### src/rtl/uart_thre_pkg.sv
package uart_thre_pkg;
  localparam logic [3:0] IIR_THRE = 4'h2;
  localparam logic [3:0] IIR_NONE = 4'h1;

  // Ticks of the 16x clock for one character less the last stop bit.
  function automatic int unsigned char_ticks(input int unsigned bits);
    int unsigned b;
    b = (bits < 2) ? 2 : bits;
    return (b - 1) * 16;
  endfunction
endpackage

### src/rtl/thre_peak_track.sv
module thre_peak_track #(
  parameter int LVL_W = 5
) (
  input  logic             clk,
  input  logic             rst_n,
  input  logic [LVL_W-1:0] level,
  input  logic             clr,
  output logic             empty_evt,
  output logic             peak_hi
);
  logic [1:0] peak_q;
  logic       nonempty_q;

  assign empty_evt = nonempty_q && (level == '0);
  assign peak_hi   = (peak_q == 2'd2);

  always_ff @(posedge clk or negedge rst_n) begin
    if (!rst_n) begin
      peak_q     <= 2'd0;
      nonempty_q <= 1'b0;
    end else begin
      nonempty_q <= (level != '0);
      if (clr)
        peak_q <= 2'd0;
      else if (level >= LVL_W'(2))
        peak_q <= 2'd2;
      else if (level == LVL_W'(1) && peak_q == 2'd0)
        peak_q <= 2'd1;
    end
  end
endmodule

### src/rtl/thre_char_timer.sv
module thre_char_timer #(
  parameter int FRAME_W = 4,
  parameter int CNT_W   = FRAME_W + 4
) (
  input  logic               clk,
  input  logic               rst_n,
  input  logic               start,
  input  logic               abort,
  input  logic               tick,
  input  logic [FRAME_W-1:0] frame_bits,
  output logic               busy,
  output logic               done
);
  import uart_thre_pkg::*;

  logic [CNT_W-1:0] cnt_q;

  assign busy = (cnt_q != '0);
  assign done = busy && tick && (cnt_q == CNT_W'(1)) && !abort;

  always_ff @(posedge clk or negedge rst_n) begin
    if (!rst_n)
      cnt_q <= '0;
    else if (abort)
      cnt_q <= '0;
    else if (start)
      cnt_q <= CNT_W'(char_ticks(int'(frame_bits)));
    else if (busy && tick)
      cnt_q <= cnt_q - CNT_W'(1);
  end
endmodule

### src/rtl/thre_pend_latch.sv
module thre_pend_latch (
  input  logic clk,
  input  logic rst_n,
  input  logic set_evt,
  input  logic wr_clr,
  input  logic rd_clr,
  output logic pend
);
  always_ff @(posedge clk or negedge rst_n) begin
    if (!rst_n)
      pend <= 1'b0;
    else if (wr_clr)
      pend <= 1'b0;
    else if (set_evt)
      pend <= 1'b1;
    else if (rd_clr)
      pend <= 1'b0;
  end
endmodule

### src/rtl/uart_thre_irq.sv
module uart_thre_irq #(
  parameter int LVL_W   = 5,
  parameter int FRAME_W = 4
) (
  input  logic               clk,
  input  logic               rst_n,
  input  logic               fifo_en,
  input  logic               thr_ie,
  input  logic [LVL_W-1:0]   tx_level,
  input  logic               thr_wr,
  input  logic               iir_rd,
  input  logic               baud16_tick,
  input  logic [FRAME_W-1:0] frame_bits,
  output logic               irq,
  output logic [3:0]         iir_code
);
  import uart_thre_pkg::*;
  localparam int CNT_W = FRAME_W + 4;

  logic fifo_en_q;
  logic lvl_zero, en_set, empty_evt, peak_hi;
  logic imm_set, dly_start, dly_abort, dly_busy, dly_done;
  logic set_evt, peak_clr, pend;

  assign lvl_zero  = (tx_level == '0);
  assign en_set    = (fifo_en != fifo_en_q) && lvl_zero;
  assign imm_set   = empty_evt && peak_hi;
  assign dly_abort = thr_wr || !lvl_zero || en_set;
  assign dly_start = empty_evt && !peak_hi;
  assign set_evt   = imm_set || dly_done || en_set;
  assign peak_clr  = set_evt && !thr_wr;

  always_ff @(posedge clk or negedge rst_n) begin
    if (!rst_n) fifo_en_q <= 1'b0;
    else        fifo_en_q <= fifo_en;
  end

  thre_peak_track #(.LVL_W(LVL_W)) u_peak (
    .clk(clk), .rst_n(rst_n), .level(tx_level), .clr(peak_clr),
    .empty_evt(empty_evt), .peak_hi(peak_hi)
  );

  thre_char_timer #(.FRAME_W(FRAME_W), .CNT_W(CNT_W)) u_timer (
    .clk(clk), .rst_n(rst_n), .start(dly_start), .abort(dly_abort),
    .tick(baud16_tick), .frame_bits(frame_bits),
    .busy(dly_busy), .done(dly_done)
  );

  thre_pend_latch u_pend (
    .clk(clk), .rst_n(rst_n), .set_evt(set_evt), .wr_clr(thr_wr),
    .rd_clr(iir_rd), .pend(pend)
  );

  assign irq      = pend && fifo_en && thr_ie;
  assign iir_code = irq ? IIR_THRE : IIR_NONE;
endmodule

### config.mk
export PLATFORM = sky130hd
export DESIGN_NAME = uart_thre_irq
export DESIGN_NICKNAME = d
export VERILOG_FILES = /design/src/rtl/uart_thre_pkg.sv /design/src/rtl/thre_peak_track.sv /design/src/rtl/thre_char_timer.sv /design/src/rtl/thre_pend_latch.sv /design/src/rtl/uart_thre_irq.sv
export SDC_FILE = /design/constraint.sdc
export NUM_CORES = 1
export LEC_CHECK = 0
export ABC_AREA = 1
export BUFFER_PORTS_ARGS = -buffer_cell sky130_fd_sc_hd__buf_2
export CORE_MARGIN = 2
export CORE_UTILIZATION = 40
export CTS_CLUSTER_SIZE = 24
export DETAILED_ROUTE_END_ITERATION = 8
export GPL_TIMING_DRIVEN = 0
export PLACE_DENSITY = 0.65
export SYNTH_ARGS = -nofsm -noshare
export SYNTH_HDL_FRONTEND = slang
export SYNTH_SLANG_ARGS = --single-unit
### constraint.sdc
create_clock -name clk -period 1.8 [get_ports clk]
set_input_delay 0.36 -clock clk [delete_from_list [all_inputs] [get_ports clk]]
set_output_delay 0.36 -clock clk [all_outputs]
set_load 0.01 [all_outputs]
==> impl_metrics.ini, run 1 <==
[global_route]
grt_pass1_wl_mm = 3.360
grt_max_degree = 14
met3_usage_pct = 1.639
met2_usage_pct = 28.97
grt_overflow = 0
grt_use_met1_pct = 17.79
antenna_found_initial = 0
grt-busiest-layer = met2
grt_usage_pct = 15.56
grt_pass1_vias = 830

[logic_synthesis]
avgSynthCellArea_um2 = 7.364
synth-seq-cells = 13
synth.distinct_cells = 26
synthCells = 140
synth_warnings = 0
syn_area_mm2 = 0.001031
ys_seq_area_share_pct = 31.55

[route]
ant_nets = 0
drc_errors = 0
first_pass_iters = 4
routed_wl_mm = 1.926
drt_iter0_drc = 13
vias = 917
routed_via_density = 4.727
wl_per_cell_um = 9.928

[finish]
seqCellArea_um2 = 325.3
final_cell_mix = 35 x nand2_1, 18 x inv_1, 18 x buf_2
layout-area-overhead-vs-synth_pct = 16.26
layout-drive-gt1-share_pct = 30.49
final_common_cell = nand2_1
antenna_cells = 0
layoutNonFillerInstCount = 194
fillers = 246
finalNetCount = 185
multiInputGateArea_um2 = 604.3

[critical_path]
worstPathCellList = nand3_1 > inv_1 > buf_4 > buf_2
crit_path_end_kind = output pin
crit_required_ns = 1.44
crit_arrival_ns = 1.06
slowest_delay_ns = 0.39
cp_slowest_cell = dfrtp_1
critPathMaxFanout = 2
start_kind = flip-flop
worstSetupPathType = flip-flop to output pin

[job]
maxCapViolCount = 0

[pwr]
clkPwrFrac_pct = 34.6
power_density_mw_per_mm2 = 459.1
p_sw_share_pct = 26.04
p_leak_nw = 0.6159
seqPwrFrac_pct = 53.6
max-vdd-ir-drop_mv = 0.3411
power.internal_mw = 0.4069
p_comb_share_pct = 11.8
p_switching_mw = 0.1433
power_mw = 0.5503

[die]
dieHeight_um = 54.77
rows = 18
fp.dieArea_mm2 = 0.003000
start_util_pct = 42.00
ios = 21
core_area_mm2 = 0.002455
fp.dieW_um = 54.77

[clock_tree]
cts.repair.resized = 0
cts_root_buffer = clkbuf_4
cts_tree = built
clock_sinks = 13
path_clk_slew_ns = 0.09
insertion_delay_ns = 0.28
cts_buffer_depth = 2
htree_levels = 1
cts_buffers = 3

[sta]
max_freq_ghz = 0.7032
slew_viol_final = 0
finalSetupViolCount = 0
timing.final.crit_share_pct = 79.00
period_needed_ns = 1.422
finalClockSkew_ns = 0.0009789
rsz0062_at_grt = no
hold_viol_final = 0
finalSetupTns_ns = 0

[hold_path]
hold_class = input port to flip-flop

[status]
status = finished clean

[place]
portBuffers = 18
gp_congestion = 0.8016
dp.cells = 189
dp_hpwl_mm = 1.639
## kinds of logic (layout without fill, tap and decap cells)
| logic type | count (synthesis) | count (layout) | share of synthesized area, % |
|---|---|---|---|
| and+or+nand+nor | 81 | 81 | 43.08 |
| xor gates and xnor gates | 1 | 1 | 0.8497 |
| AOI/OAI and AO/OA | 15 | 15 | 9.103 |
| other | 1 | 2 | 0.3637 |
| DFF | 13 | 13 | 31.55 |
| adders and majority gates | 4 | 4 | 4.855 |
| buffers and inverters | 25 | 48 | 10.19 |
## final cells by class
cell class / count / area share [%]
multi-input combinational: 103 / 50.42
buffer: 3 / 1.879
timing repair buffer: 19 / 8.351
clock buffer: 4 / 2.192
inverter: 22 / 6.889
tap: 30 / 3.132
sequential: 13 / 27.14
## sequential cells by signal (all words and copies together), names as in the netlist
| signal | count |
|---|---|
| u_peak.nonempty_q | 1 |
| u_peak.peak_q | 2 |
| u_pend.pend | 1 |
| u_timer.cnt_q | 8 |
| fifo_en_q | 1 |
## path summary, 6_finish.rpt
check / startpoint / to / slack, ns / cells after the start
worst max register to register: u_timer.cnt_q[0] / u_peak.peak_q[0] / 0.45 / 8
worst min register to register: u_pend.pend / u_pend.pend / 0.54 / 2
max in group asynchronous: rst_n / u_timer.cnt_q[5] / 1.06 / 2
min in group asynchronous: rst_n / u_timer.cnt_q[2] / 0.49 / 2
worst max-delay path: u_pend.pend / iir_code[1] / 0.38 / 4
worst min-delay path: fifo_en / fifo_en_q / 0.23 / 1
## layer usage
layer	vias to the layer above	routed length [um]
met5	-	0
met4	0	22
met3	4	72
met2	16	1007
met1	417	824
li1	480	-
## Yosys cell counts
cell	count	area share [%]
nor2_2	2	1.2
nor2_8	1	1.9
dfrtp_1	13	32
a21oi_4	1	1.6
or2_1	1	0.61
nand3_2	1	0.97
nand2_4	1	1.1
xor2_1	1	0.85
conb_1	1	0.36
nand3b_1	1	0.73
nand2_2	7	4.2
o21ai_2	1	0.85
inv_2	3	1.1
clkinv_1	1	0.36
o21ai_1	4	1.9
nor2_4	7	7.6
nor2_1	12	4.4
a21oi_2	1	0.85
buf_4	3	2.2
nand3_1	12	5.8
a21oi_1	4	1.9
nand2_1	35	13
ha_1	4	4.9
inv_1	18	6.6
nand3_4	1	1.7
o21ai_0	4	1.9
## per-stage QoR
step | utilization, % | instance area (um^2) | setup WS [ns] | hold WS [ns]
global route | 48.83 | 1199 | 0.3148 | 0.2295
global placement | 47.35 | 1162 | 0.3109 | 0.2707
detailed placement | 47.35 | 1162 | 0.2998 | 0.2752
floorplan | - | 1035 | 0.4961 | 0.06441
finish | 48.83 | 1199 | 0.3779 | 0.2331
CTS | 48.83 | 1199 | 0.3618 | 0.2312
## power groups by stage
stage	Clock, mW	Combinational [mW]	Sequential [mW]
6_report	0.191	0.0648	0.295
5_1_grt	0.208	0.0740	0.295
4_1_cts	0.196	0.0662	0.295
3_5_place_dp	0	0.0646	0.301
3_3_place_gp	0	0.0617	0.301
2_1_floorplan	0	0.0319	0.301
## repair_timing
| item | 4_1_cts | 5_1_grt |
|---|---|---|
| setup buffers | 0 | 0 |
| endpoints found under the setup margin | 0 | 0 |
| hold buffers | 1 | 0 |
| hold endpoints to repair | 13 | 0 |
## critical path, delay by kind of cell, from the launching register on
family | cells | cell delay (ns)
buf+inv | 3 | 0.30
flops | 1 | 0.39
simple gates | 1 | 0.09
(Power assumes the default switching activity.)
==> run 2: changes to the inputs <==
--- a/config.mk
+++ b/config.mk
@@ -5,14 +5,14 @@
 export SDC_FILE = /design/constraint.sdc
 export NUM_CORES = 1
 export LEC_CHECK = 0
-export ABC_AREA = 1
+export ABC_AREA = 0
 export BUFFER_PORTS_ARGS = -buffer_cell sky130_fd_sc_hd__buf_2
 export CORE_MARGIN = 2
 export CORE_UTILIZATION = 40
 export CTS_CLUSTER_SIZE = 24
 export DETAILED_ROUTE_END_ITERATION = 8
 export GPL_TIMING_DRIVEN = 0
-export PLACE_DENSITY = 0.65
+export PLACE_DENSITY = 0.67
 export SYNTH_ARGS = -nofsm -noshare
 export SYNTH_HDL_FRONTEND = slang
 export SYNTH_SLANG_ARGS = --single-unit
==> constraint.sdc (replaced) <==
create_clock -name clk -period 1.31 [get_ports clk]
set_input_delay 0.262 -clock clk [delete_from_list [all_inputs] [get_ports clk]]
set_output_delay 0.262 -clock clk [all_outputs]
set_load 0.01 [all_outputs]
==> impl_metrics.ini, run 2 <==
[logic_synthesis]
synthFlopType = dfrtp_1
avgSynthCellArea_um2 = 9.108
yosysMostFrequentCell = nor2_1
synthCells = 93
ys_async_sr_fraction_pct = 100.0
yosys.area.top_type = dfrtp_1
synth_top_area_share_pct = 38.40
synth-seq-cells = 13
syn_area_um2 = 847.1
synth.distinct_cells = 34
yosys-top-cells-area = dfrtp_1 38%, nor2_1 6.2%, ha_1 5.9%
synth-edff-count = 0
synth_warnings = 0
ys_seq_area_share_pct = 38.40
synth_common_cells = 14 x nor2_1, 13 x dfrtp_1, 10 x nand2_1

[route]
drt_iter0_drc = 30
drc_errors = 0
vias = 778
first_pass_iters = 4
wl_per_cell_um = 14.54
ant_nets = 0
routed_via_density = 5.152
routed_wl_mm = 2.195

[hold_path]
hold_class = input port to flip-flop

[pwr]
p_leak_nw = 0.5172
max-vdd-ir-drop_mv = 0.5025
power_density_mw_per_mm2 = 631.7

[status]
violations = negative setup slack
status = finished, violations left

[global_route]
grt_overflow = 0
grt_pass1_wl_mm = 3.422
grt_max_degree = 14
grt_pass1_vias = 807
met2_usage_pct = 33.99
grt_use_met1_pct = 20.53
antenna_found_initial = 0
grt_usage_pct = 17.90
grt-busiest-layer = met2
met3_usage_pct = 3.939

[place]
dp_hpwl_mm = 1.508
gp_congestion = 0.8342
dp.cells = 139
dpl-instance-area_mm2 = 0.001007
preCtsSetupSlack_ns = -0.3253
portBuffers = 18

[sta]
setup_ws_ns = -0.1795
hold_viol_final = 0
timing.final.crit_share_pct = 113.7
finalSetupViolCount = 9
slew_viol_final = 0
max_freq_ghz = 0.6714
finalClockSkew_ns = 0.005990
rsz0062_at_grt = yes
period_needed_ns = 1.490
whs_ns = 0.1430

[clock_tree]
path_clk_slew_ns = 0.08
cts_root_buffer = clkbuf_4
insertion_delay_ns = 0.27
clock_sinks = 13
cts_buffer_depth = 2
htree_levels = 1
cts_tree = built
cts_buffers = 3

[die]
fp.dieW_um = 50.02
start_util_pct = 42.74
ios = 21
core_area_mm2 = 0.001982
fp.dieArea_mm2 = 0.002502
dieHeight_um = 50.02
rows = 16

[finish]
design_area_mm2 = 0.001194
reg_top3 = u_timer.cnt_q: 8 flops, u_peak.peak_q: 2 flops
finalNetCount = 145
final_cell_mix = 17 x buf_2, 11 x nor2_1, 10 x dfrtp_1
largest_reg_flops = 8
layoutNonFillerInstCount = 151
regMostFlops = u_timer.cnt_q
antenna_cells = 0
layout-drive-gt1-share_pct = 50.00
final_common_cell = buf_2
layout-area-overhead-vs-synth_pct = 40.92

[critical_path]
crit_required_ns = 1.48
reg2reg_slack_ns = -0.18
r2r_start = u_timer.cnt_q[2]
startpoint = u_timer.cnt_q[2]
crit_arrival_ns = 1.66
crit_path_end_kind = flip-flop
critPathMaxFanout = 5
worstSetupPathType = flip-flop to flip-flop
rr_endpoint = u_peak.peak_q[1]
endpoint = u_peak.peak_q[1]
start_kind = flip-flop
rr_worst_depth = 6

[job]
maxCapViolCount = 0
==> run 2: final cells by class <==
class                   instances  area (um^2)
well taps                      27        33.78
plain buffers                   2        15.01
flip-flops and latches         13        329.1
inverters                       6        22.52
clock buffers                   4        26.28
fillers                       172        788.3
repair buffers                 27        170.2
multi-input cells              72        596.8
==> run 2: per-layer routing <==
metal | vias to the layer above | routed length, um
li1 | 385 | -
met4 | 0 | 0
met5 | - | 0
met3 | 0 | 84
met2 | 19 | 1224
met1 | 374 | 885
==> run 2: how the worst min path moves through the flow <==
stage                       start          endpoint  slack (ns)  depth (start not counted)
after floorplan             rst_n         fifo_en_q       -0.03                          0
after global placement      rst_n  u_timer.cnt_q[4]        0.17                          1
after detailed placement    rst_n  u_timer.cnt_q[4]        0.17                          1
after CTS                 fifo_en         fifo_en_q        0.14                          1
after global routing      fifo_en         fifo_en_q        0.14                          1
final                     fifo_en         fifo_en_q        0.14                          1
==> run 2: repair_timing <==
action,CTS,global route
buffers inserted,6,2
setup endpoints to repair,12,12
hold endpoints to repair,13,0
hold buffers,1,0
gates resized for setup,13,14
pin swaps,7,10
==> run 2: cell families after synthesis <==
logic type | Yosys count | share of synthesized area [%]
other | 1 | 0.4427
adders and majority gates | 4 | 5.909
AOI/OAI and AO/OA | 20 | 15.36
and+or+nand+nor | 39 | 27.33
buffers and inverters | 9 | 5.317
xor gates and xnor gates | 7 | 7.238
DFF | 13 | 38.40
==> run 2: where the power goes <==
part,switching (mW),internal [mW]
registers,0.00216,0.404
clock network,0.133,0.118
logic,0.0556,0.0420
==> run 2: critical path: stages (launching register included) <==
cell,delay (ns)
dfrtp_2,0.42
nor4_4,0.27
buf_6,0.16
and2_4,0.16
a221oi_4,0.08
o31ai_1,0.21
nand2_1,0.07
==> run 2: stage by stage <==
step	setup TNS, ns	utilization, %	total power [mW]
after floorplan	-0.3679	-	0.4520
after global placement	-2.385	50.82	0.4960
after detailed placement	-2.573	50.82	0.5001
after CTS	-1.111	57.39	0.7570
after global routing	-1.801	60.23	0.7934
final	-0.9846	60.23	0.7541
==> run 3: changes to the inputs <==
--- a/config.mk
+++ b/config.mk
@@ -7,12 +7,13 @@
 export LEC_CHECK = 0
 export ABC_AREA = 0
 export BUFFER_PORTS_ARGS = -buffer_cell sky130_fd_sc_hd__buf_2
-export CORE_MARGIN = 2
+export CORE_MARGIN = 5
 export CORE_UTILIZATION = 40
 export CTS_CLUSTER_SIZE = 24
 export DETAILED_ROUTE_END_ITERATION = 8
 export GPL_TIMING_DRIVEN = 0
 export PLACE_DENSITY = 0.67
+export SLEW_MARGIN = 15
 export SYNTH_ARGS = -nofsm -noshare
 export SYNTH_HDL_FRONTEND = slang
 export SYNTH_SLANG_ARGS = --single-unit
==> constraint.sdc (replaced) <==
create_clock -name clk -period 1.49 [get_ports clk]
set_input_delay 0.298 -clock clk [delete_from_list [all_inputs] [get_ports clk]]
set_output_delay 0.298 -clock clk [all_outputs]
set_load 0.01 [all_outputs]
==> impl_metrics.ini, run 3 (synthesized netlist as in run 2, its figures left out) <==
[status]
status = finished, violations left
violations = negative setup slack

[sta]
rsz0062_at_grt = yes
max_freq_ghz = 0.6532
setup_ws_ns = -0.04089
slew_viol_final = 0
finalSetupViolCount = 1
period_needed_ns = 1.531
finalClockSkew_ns = 0.003601
hold_viol_final = 0
timing.final.crit_share_pct = 102.7
finalSetupTns_ns = -0.04089

[pwr]
power_density_mw_per_mm2 = 591.3
seqPwrFrac_pct = 54.4
p_leak_nw = 0.4987
max-vdd-ir-drop_mv = 0.4061
p_comb_share_pct = 11.9
clkPwrFrac_pct = 33.8
power.internal_mw = 0.4931
p_sw_share_pct = 24.77
p_switching_mw = 0.1623

[global_route]
grt_pass1_vias = 743
antenna_found_initial = 0
grt_overflow = 0
grt_max_degree = 14
grt_pass1_wl_mm = 3.229
grt_usage_pct = 12.78

[finish]
layout-drive-gt1-share_pct = 41.80
largest_reg_flops = 8
final_util_pct = 55.93
antenna_cells = 0
regMostFlops = u_timer.cnt_q
reg_top3 = u_timer.cnt_q: 8 flops, u_peak.peak_q: 2 flops
layout-area-overhead-vs-synth_pct = 30.87
design_area_mm2 = 0.001109
final_cell_mix = 18 x buf_2, 13 x nor2_1, 9 x nand2_1
final_common_cell = buf_2
layoutNonFillerInstCount = 149
finalNetCount = 143

[critical_path]
crit_required_ns = 1.64
critPathMaxFanout = 4
cp_slowest_cell = dfrtp_2
r2r_start = u_timer.cnt_q[3]
startpoint = u_timer.cnt_q[3]
worstSetupPathType = flip-flop to flip-flop
crit_arrival_ns = 1.68
reg2reg_slack_ns = -0.04
worstPathCellList = nor4_4 > buf_4 > and2_4 > a221oi_2 > o31ai_1 > nand2_1
slowest_delay_ns = 0.43
crit_path_end_kind = flip-flop
start_kind = flip-flop

[place]
preCtsSetupSlack_ns = -0.2029
portBuffers = 18
dpl-instance-area_um2 = 974.7
gp_congestion = 0.8517
dp_hpwl_mm = 1.413
dp.cells = 139

[die]
fp.dieArea_mm2 = 0.003138
start_util_pct = 42.74
ios = 21
dieHeight_um = 56.02
fp.dieW_um = 56.02
rows = 16
core_area_mm2 = 0.001982

[route]
drt_iter0_drc = 7
wl_per_cell_um = 12.91
routed_wl_mm = 1.923
first_pass_iters = 4
vias = 758
ant_nets = 0
routed_via_density = 5.087
drc_errors = 0

[hold_path]
hold_path.startpoint = fifo_en
hold_class = input port to flip-flop

[job]
maxCapViolCount = 0

[clock_tree]
clock_sinks = 13
cts_root_buffer = clkbuf_4
path_clk_slew_ns = 0.08
cts_buffer_depth = 2
cts_buffers = 3
insertion_delay_ns = 0.28
htree_levels = 1
cts_tree = built
## run 3: path summary, 6_finish.rpt
check                              endpoint  cells past startpoint
max in group asynchronous  u_timer.cnt_q[1]                      2
max                        u_peak.peak_q[1]                      6
min reg2reg                u_peak.peak_q[1]                      2
min                               fifo_en_q                      1
min in group asynchronous  u_timer.cnt_q[4]                      2
max reg2reg                u_peak.peak_q[1]                      6
## run 3: per-stage QoR
step | power [mW] | hold WS (ns)
after global routing | 0.6904 | 0.1511
after global placement | 0.4350 | 0.2032
after floorplan | 0.3962 | 0.002409
after CTS | 0.6626 | 0.1561
after detailed placement | 0.4380 | 0.2086
final | 0.6554 | 0.1623
## run 3: cell type report
cell class              count  area (um^2)
fillers                   181        873.3
multi-input cells          72        534.3
flip-flops and latches     13        331.6
repair buffers             24        137.6
well taps                  27        33.78
clock buffers               4        26.28
plain buffers               3        22.52
inverters                   6        22.52
## run 3: worst max-delay path, delay by kind of cell, from the launching register on
family | cells | cell delay (ns)
simple gates | 3 | 0.52
buf+inv | 1 | 0.18
flops | 1 | 0.43
compound gates | 2 | 0.27
## run 3: repair_timing
action | in CTS | in global routing
pin swaps | 4 | 4
setup buffers | 1 | 4
hold endpoints to repair | 13 | 0
endpoints found under the setup margin | 10 | 11
resized for setup | 8 | 10
hold buffers | 1 | 0
## run 3: power by group through the flow
stage	combinational (mW)	sequential [mW]	clock, mW
after detailed placement	0.0746	0.363	0
after global placement	0.0717	0.363	0
after CTS	0.0777	0.356	0.228
after floorplan	0.0330	0.363	0
after global routing	0.0871	0.357	0.247
final	0.0777	0.356	0.221
## run 3: per-layer routing
layer	vias to the layer above	wire, um	global-route usage [%]
met5	-	0	0
met4	0	20	4.407
met3	4	119	5.104
met2	25	910	20.20
met1	352	873	15.66
li1	377	-	-
